--- config.mk ---
export PLATFORM = sky130hd
export DESIGN_NAME = ehm_monitor
export DESIGN_NICKNAME = d
export VERILOG_FILES = /design/src/rtl/ehm_pkg.sv /design/src/rtl/ehm_edge_detect.sv /design/src/rtl/ehm_bin_counter.sv /design/src/rtl/ehm_window_ctrl.sv /design/src/rtl/ehm_width_calc.sv /design/src/rtl/ehm_monitor.sv
export SDC_FILE = /design/constraint.sdc
export NUM_CORES = 1
export LEC_CHECK = 0
export ABC_AREA = 1
export BUFFER_PORTS_ARGS = -buffer_cell sky130_fd_sc_hd__buf_2
export CAP_MARGIN = 20
export CELL_PAD_IN_SITES_DETAIL_PLACEMENT = 1
export CELL_PAD_IN_SITES_GLOBAL_PLACEMENT = 2
export CORE_ASPECT_RATIO = 0.7
export CORE_MARGIN = 3
export CORE_UTILIZATION = 33
export DETAILED_ROUTE_END_ITERATION = 8
export GPL_ROUTABILITY_DRIVEN = 1
export PLACE_DENSITY_LB_ADDON = 0.08
export SETUP_SLACK_MARGIN = 0.15
export SLEW_MARGIN = 5
export SYNTH_ARGS = -nofsm -noshare
export SYNTH_HDL_FRONTEND = slang
export SYNTH_SLANG_ARGS = --single-unit
--- constraint.sdc ---
create_clock -name clk_i -period 3.43 [get_ports clk_i]
set_input_delay 0.5145 -clock clk_i [delete_from_list [all_inputs] [get_ports clk_i]]
set_output_delay 0.5145 -clock clk_i [all_outputs]
set_load 0.05 [all_outputs]
--- src/rtl/ehm_pkg.sv ---
package ehm_pkg;
  typedef enum logic [1:0] {
    WIN_IDLE = 2'd0,
    WIN_RUN  = 2'd1,
    WIN_DONE = 2'd2
  } win_state_e;
endpackage

--- src/rtl/ehm_edge_detect.sv ---
module ehm_edge_detect #(
  parameter int NUM_PHASES = 8,
  localparam int NUM_BINS = NUM_PHASES - 1
) (
  input  logic [NUM_PHASES-1:0] samp_i,
  output logic [NUM_BINS-1:0]   edge_o
);
  for (genvar k = 0; k < NUM_BINS; k++) begin : g_edge
    assign edge_o[k] = samp_i[k] ^ samp_i[k+1];
  end
endmodule

--- src/rtl/ehm_bin_counter.sv ---
module ehm_bin_counter #(
  parameter int CNT_W = 12
) (
  input  logic             clk_i,
  input  logic             rst_ni,
  input  logic             clear_i,
  input  logic             inc_i,
  output logic [CNT_W-1:0] cnt_o
);
  localparam logic [CNT_W-1:0] CntMax = {CNT_W{1'b1}};

  logic [CNT_W-1:0] cnt_q;
  logic             sat;

  assign sat = (cnt_q == CntMax);

  always_ff @(posedge clk_i or negedge rst_ni) begin
    if (!rst_ni)               cnt_q <= '0;
    else if (clear_i)          cnt_q <= '0;
    else if (inc_i && !sat)    cnt_q <= cnt_q + CNT_W'(1);
  end

  assign cnt_o = cnt_q;

  a_r3_sat_hold: assert property (@(posedge clk_i) disable iff (!rst_ni)
    (!clear_i && cnt_o == CntMax) |=> (cnt_o == CntMax));
  a_r1_inc_step: assert property (@(posedge clk_i) disable iff (!rst_ni)
    (inc_i && !clear_i && cnt_o != CntMax) |=> (cnt_o == $past(cnt_o) + CNT_W'(1)));
  a_r5_no_inc_hold: assert property (@(posedge clk_i) disable iff (!rst_ni)
    (!inc_i && !clear_i) |=> $stable(cnt_o));
  a_r8_clear_zero: assert property (@(posedge clk_i) disable iff (!rst_ni)
    clear_i |=> (cnt_o == '0));
endmodule

--- src/rtl/ehm_window_ctrl.sv ---
module ehm_window_ctrl
  import ehm_pkg::*;
#(
  parameter int WIN_W = 16
) (
  input  logic             clk_i,
  input  logic             rst_ni,
  input  logic             clear_i,
  input  logic             start_i,
  input  logic             valid_i,
  input  logic [WIN_W-1:0] win_len_i,
  output logic             count_en_o,
  output logic             busy_o,
  output logic             done_o
);
  win_state_e       state_q;
  logic [WIN_W-1:0] len_q;
  logic [WIN_W-1:0] ui_q;
  logic             last_ui;

  assign last_ui = (ui_q == len_q - WIN_W'(1));

  always_ff @(posedge clk_i or negedge rst_ni) begin
    if (!rst_ni) begin
      state_q <= WIN_IDLE;
      len_q   <= '0;
      ui_q    <= '0;
    end else if (clear_i) begin
      state_q <= WIN_IDLE;
      ui_q    <= '0;
    end else begin
      case (state_q)
        WIN_IDLE, WIN_DONE: begin
          if (start_i) begin
            len_q   <= win_len_i;
            ui_q    <= '0;
            state_q <= (win_len_i == '0) ? WIN_DONE : WIN_RUN;
          end
        end
        WIN_RUN: begin
          if (valid_i) begin
            if (last_ui) state_q <= WIN_DONE;
            else         ui_q    <= ui_q + WIN_W'(1);
          end
        end
        default: state_q <= WIN_IDLE;
      endcase
    end
  end

  assign busy_o     = (state_q == WIN_RUN);
  assign done_o     = (state_q == WIN_DONE);
  assign count_en_o = busy_o && valid_i && !clear_i;

  a_r4_done_on_end: assert property (@(posedge clk_i) disable iff (!rst_ni)
    ($fell(busy_o) && !$past(clear_i)) |-> done_o);
  a_r6_stall_hold: assert property (@(posedge clk_i) disable iff (!rst_ni)
    (busy_o && !valid_i && !clear_i) |=> (busy_o && $stable(ui_q)));
  a_r7_start_ignored: assert property (@(posedge clk_i) disable iff (!rst_ni)
    (busy_o && start_i && !clear_i && !valid_i) |=> (busy_o && $stable(len_q)));
  a_r8_clear_idle: assert property (@(posedge clk_i) disable iff (!rst_ni)
    clear_i |=> (!busy_o && !done_o));
  a_r4_one_state: assert property (@(posedge clk_i) disable iff (!rst_ni)
    !(busy_o && done_o));
endmodule

--- src/rtl/ehm_width_calc.sv ---
module ehm_width_calc #(
  parameter int NUM_BINS = 7,
  parameter int CNT_W    = 12,
  localparam int WID_W   = $clog2(NUM_BINS + 1)
) (
  input  logic                      clk_i,
  input  logic                      rst_ni,
  input  logic [NUM_BINS*CNT_W-1:0] bins_i,
  input  logic [CNT_W-1:0]          thresh_i,
  output logic [WID_W-1:0]          width_o
);
  logic [WID_W-1:0] first_idx, last_idx, width_d, width_q;
  logic             found;

  always_comb begin
    found     = 1'b0;
    first_idx = '0;
    last_idx  = '0;
    for (int k = 0; k < NUM_BINS; k++) begin
      if (bins_i[k*CNT_W +: CNT_W] > thresh_i) begin
        if (!found) first_idx = WID_W'(k);
        last_idx = WID_W'(k);
        found    = 1'b1;
      end
    end
    width_d = found ? (last_idx - first_idx + WID_W'(1)) : '0;
  end

  always_ff @(posedge clk_i or negedge rst_ni) begin
    if (!rst_ni) width_q <= '0;
    else         width_q <= width_d;
  end

  assign width_o = width_q;

  a_r9_width_range: assert property (@(posedge clk_i) disable iff (!rst_ni)
    width_o <= WID_W'(NUM_BINS));
endmodule

--- src/rtl/ehm_monitor.sv ---
module ehm_monitor #(
  parameter int NUM_PHASES = 8,
  parameter int CNT_W      = 12,
  parameter int WIN_W      = 16,
  localparam int NUM_BINS  = NUM_PHASES - 1,
  localparam int WID_W     = $clog2(NUM_BINS + 1)
) (
  input  logic                      clk_i,
  input  logic                      rst_ni,
  input  logic                      clear_i,
  input  logic                      start_i,
  input  logic [WIN_W-1:0]          win_len_i,
  input  logic [CNT_W-1:0]          thresh_i,
  input  logic                      samp_valid_i,
  input  logic [NUM_PHASES-1:0]     samp_i,
  output logic [NUM_BINS*CNT_W-1:0] bins_o,
  output logic                      busy_o,
  output logic                      done_o,
  output logic [WID_W-1:0]          width_o
);
  logic [NUM_BINS-1:0] edge_vec;
  logic                count_en;

  ehm_edge_detect #(.NUM_PHASES(NUM_PHASES)) u_edge (
    .samp_i (samp_i),
    .edge_o (edge_vec)
  );

  ehm_window_ctrl #(.WIN_W(WIN_W)) u_win (
    .clk_i      (clk_i),
    .rst_ni     (rst_ni),
    .clear_i    (clear_i),
    .start_i    (start_i),
    .valid_i    (samp_valid_i),
    .win_len_i  (win_len_i),
    .count_en_o (count_en),
    .busy_o     (busy_o),
    .done_o     (done_o)
  );

  for (genvar k = 0; k < NUM_BINS; k++) begin : g_bin
    ehm_bin_counter #(.CNT_W(CNT_W)) u_cnt (
      .clk_i   (clk_i),
      .rst_ni  (rst_ni),
      .clear_i (clear_i),
      .inc_i   (count_en && edge_vec[k]),
      .cnt_o   (bins_o[k*CNT_W +: CNT_W])
    );
  end

  ehm_width_calc #(.NUM_BINS(NUM_BINS), .CNT_W(CNT_W)) u_width (
    .clk_i    (clk_i),
    .rst_ni   (rst_ni),
    .bins_i   (bins_o),
    .thresh_i (thresh_i),
    .width_o  (width_o)
  );

  // bins may only move while a window runs or on clear
  a_r5_frozen_outside: assert property (@(posedge clk_i) disable iff (!rst_ni)
    (!busy_o && !clear_i) |=> $stable(bins_o));
endmodule

Word level (Yosys, flattened, before mapping)

Cells that the tools add are included.

Logic and storage cells: 140
Output and inout bits: 89
Register bits after elaboration: 121
Input bits: 41

Mux-type cells: 51
Bitwise gates (word level): 8
Reduce and logical (&&, ||, !) cells: 38
$lt $le $gt $ge: 7
Eq/ne operators: 14
$add $sub $neg: 11

Operator list:

| cell                                               | number |
|---|---|
| 2-to-1 mux 12 bit                                  | 14 |
| adder 12 x 1 -> 12 bit, second input constant      | 7 |
| equality test 12 bit, second input constant        | 7 |
| greater-than comparator 12 bit                     | 7 |
| 2-to-1 mux 16 bit                                  | 4 |
| 2-to-1 mux 3 bit                                   | 15 |
| case mux 16 bit (2 select lines)                   | 1 |
| adder 16 x 1 -> 16 bit, second input constant      | 1 |
| equality test 16 bit                               | 1 |
| logical AND 1 bit                                  | 16 |
| logical NOT 16 bit                                 | 1 |
| subtractor 16 x 1 -> 16 bit, second input constant | 1 |
| 2-to-1 mux 2 bit                                   | 7 |
| nonzero test 2 bit                                 | 7 |
| inequality test 3 bit, second input constant       | 4 |
| 2-to-1 mux 1 bit                                   | 9 |
| logical NOT 1 bit                                  | 8 |
| bitwise XOR 1 bit                                  | 7 |
| AND reduction 3 bit                                | 2 |
| case mux 2 bit (2 select lines)                    | 1 |
| AND reduction 4 bit                                | 1 |
| adder 3 x 1 -> 3 bit, second input constant        | 1 |
| nonzero test 3 bit                                 | 1 |
| subtractor 3 bit                                   | 1 |
| 5 further kinds                                    | 5 |

Logic depth before layout (Yosys ltp)

Word-level depth: 17
Mapped depth: 21

Hierarchy

Synthesis repeated with hierarchy kept, for this count alone.

Cells, all modules: 1515
Area, all modules: 10548.9 um2

By module, submodules not included:

| module          | cells each | sequential area each (um2) | area an instance (um2) | times used |
|---|---|---|---|---|
| ehm_bin_counter | 97         | 300.3                      | 730.7                  | 7 |
| ehm_window_ctrl | 435        | 850.8                      | 2820.2                 | 1 |
| ehm_width_calc  | 358        | 75.1                       | 2452.4                 | 1 |
| ehm_edge_detect | 29         | 0.0                        | 108.9                  | 1 |
| ehm_monitor     | 14         | 0.0                        | 52.6                   | 1 |

Least setup slack after synthesis

Ideal clock, no wire load.

Path kind: flip-flop to flip-flop
Start: register g_bin[3].u_cnt.cnt_q[9]
End: register u_width.width_q[2], in the netlist u_width.width_o[2]
Arrival time: 2847 ps
Cell stages (with the launch flop): 18
Slack: 506 ps
Path through: dfrtp_1 ha_1 a21oi_1 nor2_1 nor3_1 nand3_1 o21ai_0 nand2_1 inv_1 nand2_1 nor3_1 a21oi_1 ha_1 inv_1 ha_1 xor2_1 nand3b_1 a21oi_1

Longest elaborated chain between the ends: 11

RTL lines:

| element                                              | RTL line              | text |
|---|---|---|
| from (decl)                                          | ehm_bin_counter.sv:12 | `logic [CNT_W-1:0] cnt_q;` |
| from (signal assigned)                               | ehm_bin_counter.sv:20 | `else if (inc_i && !sat) cnt_q <= cnt_q + CNT_W'(1);` |
| greater-than comparator 12 bit *                     | ehm_width_calc.sv:20  | `if (bins_i[k*CNT_W +: CNT_W] > thresh_i) begin` |
| 2-to-1 mux 3 bit or 2-to-1 mux 1 bit (tied branches) | ehm_width_calc.sv:20  |  |
| 2-to-1 mux 3 bit                                     | ehm_width_calc.sv:21  | `if (!found) first_idx = WID_W'(k);` |
| 2-to-1 mux 3 bit                                     | ehm_width_calc.sv:20  |  |
| 2-to-1 mux 3 bit                                     | ehm_width_calc.sv:21  |  |
| 2-to-1 mux 3 bit                                     | ehm_width_calc.sv:20  |  |
| 2-to-1 mux 3 bit                                     | ehm_width_calc.sv:21  |  |
| 2-to-1 mux 3 bit                                     | ehm_width_calc.sv:20  |  |
| subtractor 3 bit                                     | ehm_width_calc.sv:26  | `width_d = found ? (last_idx - first_idx + WID_W'(1)) : '0;` |
| adder 3 x 1 -> 3 bit                                 | ehm_width_calc.sv:26  |  |
| 2-to-1 mux 3 bit *                                   | ehm_width_calc.sv:26  |  |
| named net u_width.width_d[2]                         | ehm_width_calc.sv:12  | `logic [WID_W-1:0] first_idx, last_idx, width_d, width_q;` |
| to (signal assigned)                                 | ehm_width_calc.sv:31  | `else width_q <= width_d;` |
| to (decl)                                            | ehm_width_calc.sv:12  |  |

Mark *: on every way through the listed nets, which the timed path passes. The rest lies on a longest branch.
A chain may end at the register's enable or synchronous reset.

Worst setup path in the final report

Start: input port thresh_i[7]
End: register u_width.width_q[2], in the netlist u_width.width_o[2]

Longest elaborated chain between the ends: 17

RTL lines:

| element                        | RTL line             | text |
|---|---|---|
| from (decl)                    | ehm_monitor.sv:13    | `input logic [CNT_W-1:0] thresh_i,` |
| greater-than comparator 12 bit | ehm_width_calc.sv:20 |  |
| 2-to-1 mux 1 bit               | ehm_width_calc.sv:20 |  |
| 2-to-1 mux 1 bit               | ehm_width_calc.sv:21 |  |
| 2-to-1 mux 3 bit               | ehm_width_calc.sv:20 |  |
| 2-to-1 mux 3 bit               | ehm_width_calc.sv:21 |  |
| 2-to-1 mux 3 bit               | ehm_width_calc.sv:20 |  |
| 2-to-1 mux 3 bit               | ehm_width_calc.sv:21 |  |
| 2-to-1 mux 3 bit               | ehm_width_calc.sv:20 |  |
| [2 not listed]                 | n/a                  |  |
| 2-to-1 mux 3 bit               | ehm_width_calc.sv:21 |  |
| 2-to-1 mux 3 bit               | ehm_width_calc.sv:20 |  |
| 2-to-1 mux 3 bit               | ehm_width_calc.sv:21 |  |
| 2-to-1 mux 3 bit               | ehm_width_calc.sv:20 |  |
| subtractor 3 bit               | ehm_width_calc.sv:26 |  |
| adder 3 x 1 -> 3 bit           | ehm_width_calc.sv:26 |  |
| 2-to-1 mux 3 bit *             | ehm_width_calc.sv:26 |  |
| named net u_width.width_d[2]   | ehm_width_calc.sv:12 |  |

Marks and branches as above.

==> impl_metrics.env <==
export IMPL_status="complete, no violations"
export IMPL_start_util_pct=34.3
export IMPL_design_area_um2=10700
export IMPL_r2r_cells=14
export IMPL_setup_viol=0
export IMPL_drt_wl_total_um=31800
export IMPL_synth_most_common_cell="nand2_1"
export IMPL_synth_nets=1392
export IMPL_yosys_cell_types_count=43
export IMPL_synth_area_um2=8970
export IMPL_area_growth_pct=19.8
export IMPL_synth_seq_cells=121
export IMPL_post_dp_cell_area_um2=10200
export IMPL_crit_cells=20
export IMPL_yosys_top_cells_count="283 x nand2_1, 188 x inv_1, 126 x nor2_1"
export IMPL_post_cts_buffers=0
export IMPL_synth_warnings=0
export IMPL_synth_ff_type="dfrtp_1"
export IMPL_synth_area_leaders="dfrtp_1 34%, ha_1 13%, nand2_1 12%"
export IMPL_drt_initial_drc_count=399
export IMPL_cp_cell_sequence="buf_2 > inv_1 > buf_4 > ha_1 > a21oi_1 > o21ai_0 > nand2_1 > nand3_1 > o21ai_0 > nand2_1 > inv_1 > nand2_1 > nor3_2 > a21oi_1 > ha_1 > inv_1 > ha_1 > xor2_1 > nand3b_1 > a21oi_1"
export IMPL_max_slew_margin_pct=38.3
export IMPL_arrival_ps=3360
export IMPL_drt_pass1_iterations=4
export IMPL_crit_path_top_delay_cell="inv_1"
export IMPL_r2r_start="g_bin[0].u_cnt.cnt_o[9]"
export IMPL_grt_pass1_vias=8649
export IMPL_syn_inst=1255
export IMPL_fin_crit_sh_pct=87.7
export IMPL_crit_buf_inv=5
export IMPL_htree_levels=4
export IMPL_hp_class="in -> async"
export IMPL_start_kind="primary input"
export IMPL_wl_per_cell_um=18.0
export IMPL_clk_pin_slew_worst_paths_ps=60
export IMPL_final_setup_skew_ps=10.9
export IMPL_powerDensity_nw_per_um2=445
export IMPL_drive_above_1_share_pct=14.1
export IMPL_synth_largest_area_cell="dfrtp_1"
export IMPL_max_stage_delay_ps=300
export IMPL_leakage_nw=5.57
export IMPL_ir_worst_vdd_mv=0.319
export IMPL_io_pin_count=130
export IMPL_gp_congestion=0.850
export IMPL_clock_latency_ps=440
export IMPL_ant_nets=0
export IMPL_crit_family="buffers and inverters"
export IMPL_yosysTopAreaCellShare_pct=33.8
export IMPL_core_rowCount=49
export IMPL_viasPerCell=4.99
export IMPL_timing_final_crit_period_ps=3010
export IMPL_maxSlewViolCount=0
export IMPL_grt_pass1_wl_um=50000
export IMPL_cts_tree="yes"
export IMPL_wl_met2_um=12500
export IMPL_maxCapViolCount=0
export IMPL_finalHoldViolations=0
export IMPL_dp_hpwl_um=25000
export IMPL_fmax_ghz=0.333
export IMPL_grt_ovfl_total=0
export IMPL_endpoint_kind="register"
export IMPL_coreArea_um2=26200
export IMPL_worst_slew_pin_slew_ps=923
export IMPL_drt_met1_wl_um=17700
export IMPL_cts_num_sinks=121
export IMPL_die_area_um2=29200
export IMPL_cts_buffers=17
export IMPL_synth_edf_count=0
export IMPL_portBuffers=129
export IMPL_clock_root_buffer="clkbuf_16"
export IMPL_diodes=0
export IMPL_avgSynthCellArea_um2=7.15
export IMPL_routed_top_layer="met4"
export IMPL_synth_seq_area_share_pct=33.8
export IMPL_wl_met3_um=1340
export IMPL_setup_ws_ps=424
export IMPL_fin_nets=1540
export IMPL_antenna_found_initial=0
export IMPL_async_reset_ff_share_pct=100
export IMPL_cp_startpoint="thresh_i[7]"
export IMPL_die_x_um=203
export IMPL_rsz0062_at_grt="false"
export IMPL_vias=8847
export IMPL_drc=0
export IMPL_grt_use_total_pct=22.3
export IMPL_hold_slack_ps=154
export IMPL_die_h_um=144
export IMPL_cp_required_ps=3790
export IMPL_setup_worst_path_class="in -> reg"
export IMPL_dp_slack_ps=-192
export IMPL_cts_buffer_depth=2
export IMPL_grt_max_degree=65
export IMPL_path_max_fanout=5
[per-stage QoR]
| step | power (W) | utilization [%] | std cells | setup TNS [ps] |
|---|---|---|---|---|
| detailed placement | 0.00300 | 38.8 | 1741 | -192 |
| global route | 0.00510 | 41.0 | 1772 | 0 |
| floorplan | 0.00257 | - | 1255 | 0 |
| CTS | 0.00484 | 41.0 | 1772 | 0 |
| global placement | 0.00296 | 38.8 | 1741 | -15.5 |
| finish | 0.00478 | 41.0 | 1772 | 0 |
[metal layers]
metal  global-route usage (%)  vias to the layer above
met5                        0                        -
met4                     5.18                        0
met3                     4.08                       19
met2                     30.6                      146
met1                     35.4                     4251
li1                         -                     4431
[layout by cell type (no fill, tap or decap), types with 2 or more instances in the layout]
| cell | Yosys | routed |
|---|---|---|
| dfrtp_1 | 121 | 121 |
| nor2_4 | 2 | 2 |
| buf_12 | 0 | 2 |
| nor3b_1 | 8 | 8 |
| bufinv_16 | 0 | 2 |
| clkinvlp_4 | 0 | 2 |
| o31ai_1 | 2 | 2 |
| a211oi_1 | 5 | 5 |
| xnor2_1 | 12 | 12 |
| nand2_4 | 3 | 4 |
| nor2_1 | 126 | 126 |
| clkinv_2 | 1 | 5 |
| a21oi_1 | 90 | 90 |
| nor2_2 | 2 | 2 |
| xor2_1 | 12 | 12 |
| buf_4 | 0 | 20 |
| inv_1 | 188 | 188 |
| o21a_1 | 2 | 2 |
| nor3_2 | 2 | 4 |
| a21o_1 | 2 | 2 |
| and3_1 | 2 | 2 |
| nand3_1 | 74 | 74 |
| nand2_2 | 2 | 2 |
| nor3_1 | 54 | 52 |
| ha_1 | 96 | 96 |
| clkbuf_1 | 17 | 3 |
| nand4_1 | 27 | 27 |
| o21ai_0 | 91 | 90 |
| clkbuf_8 | 0 | 3 |
| clkbuf_16 | 0 | 17 |
| nand3b_1 | 5 | 5 |
| buf_2 | 1 | 128 |
| nor4_1 | 6 | 6 |
| nand2_1 | 283 | 282 |
| a31oi_1 | 4 | 4 |
[worst paths after layout]
kind / to / slack, ps
max: u_width.width_o[2] / 420
min: g_bin[5].u_cnt.cnt_o[0] / 150
max reg2reg: u_width.width_o[2] / 440
min reg2reg: u_win.len_q[15] / 510
max in group asynchronous: u_win.len_q[11] / 2490
min in group clk_i: u_win.len_q[6] / 340
[cell families after synthesis]
group,after synthesis,synth area share [%]
simple gates,601,29.7
buf+inv,211,9.03
compound gates,202,11.8
flops,121,33.8
fa+ha+maj,96,13.4
xor+xnor,24,2.34
[area by class of cell]
class | count | area (µm²)
multi-input combinational | 923 | 5150
fill | 3333 | 15400
clock inverter | 8 | 95.1
inverter | 190 | 714
tap | 357 | 447
clock buffer | 23 | 478
timing repair buffer | 150 | 831
sequential | 121 | 3030
[where the power goes]
group	switching [W]	leakage, nW	internal [W]
logic	0.000860	3.63	0.000391
clock network	0.000692	0.279	0.00112
registers	0.000174	1.66	0.00155
[worst register-to-register path, cell delays in order, from the launching register on]
cell and delay [ps]:
dfrtp_1 470, ha_1 360, nand4_1 130, nor3_1 230
nand3_1 140, o21ai_2 190, nand2_1 130, nor3_2 210
a21oi_1 70, ha_1 280, inv_1 40, ha_1 190
xor2_1 150, nand3b_1 160, a21oi_1 150
[state kept, by name, summed over array words and instances (netlist names)]
name,cells
u_win.ui_q,16
u_width.width_o,3
g_bin.u_cnt.cnt_o,84
u_win.state_q,2
u_win.len_q,16
[what timing repair did]
action / in CTS / in global routing
pin swaps: 0 / 0
hold buffers: 0 / 0
setup endpoints to repair: 1 / 6
resized for setup: 1 / 5
No activity file was read; power rests on OpenSTA's default activity.
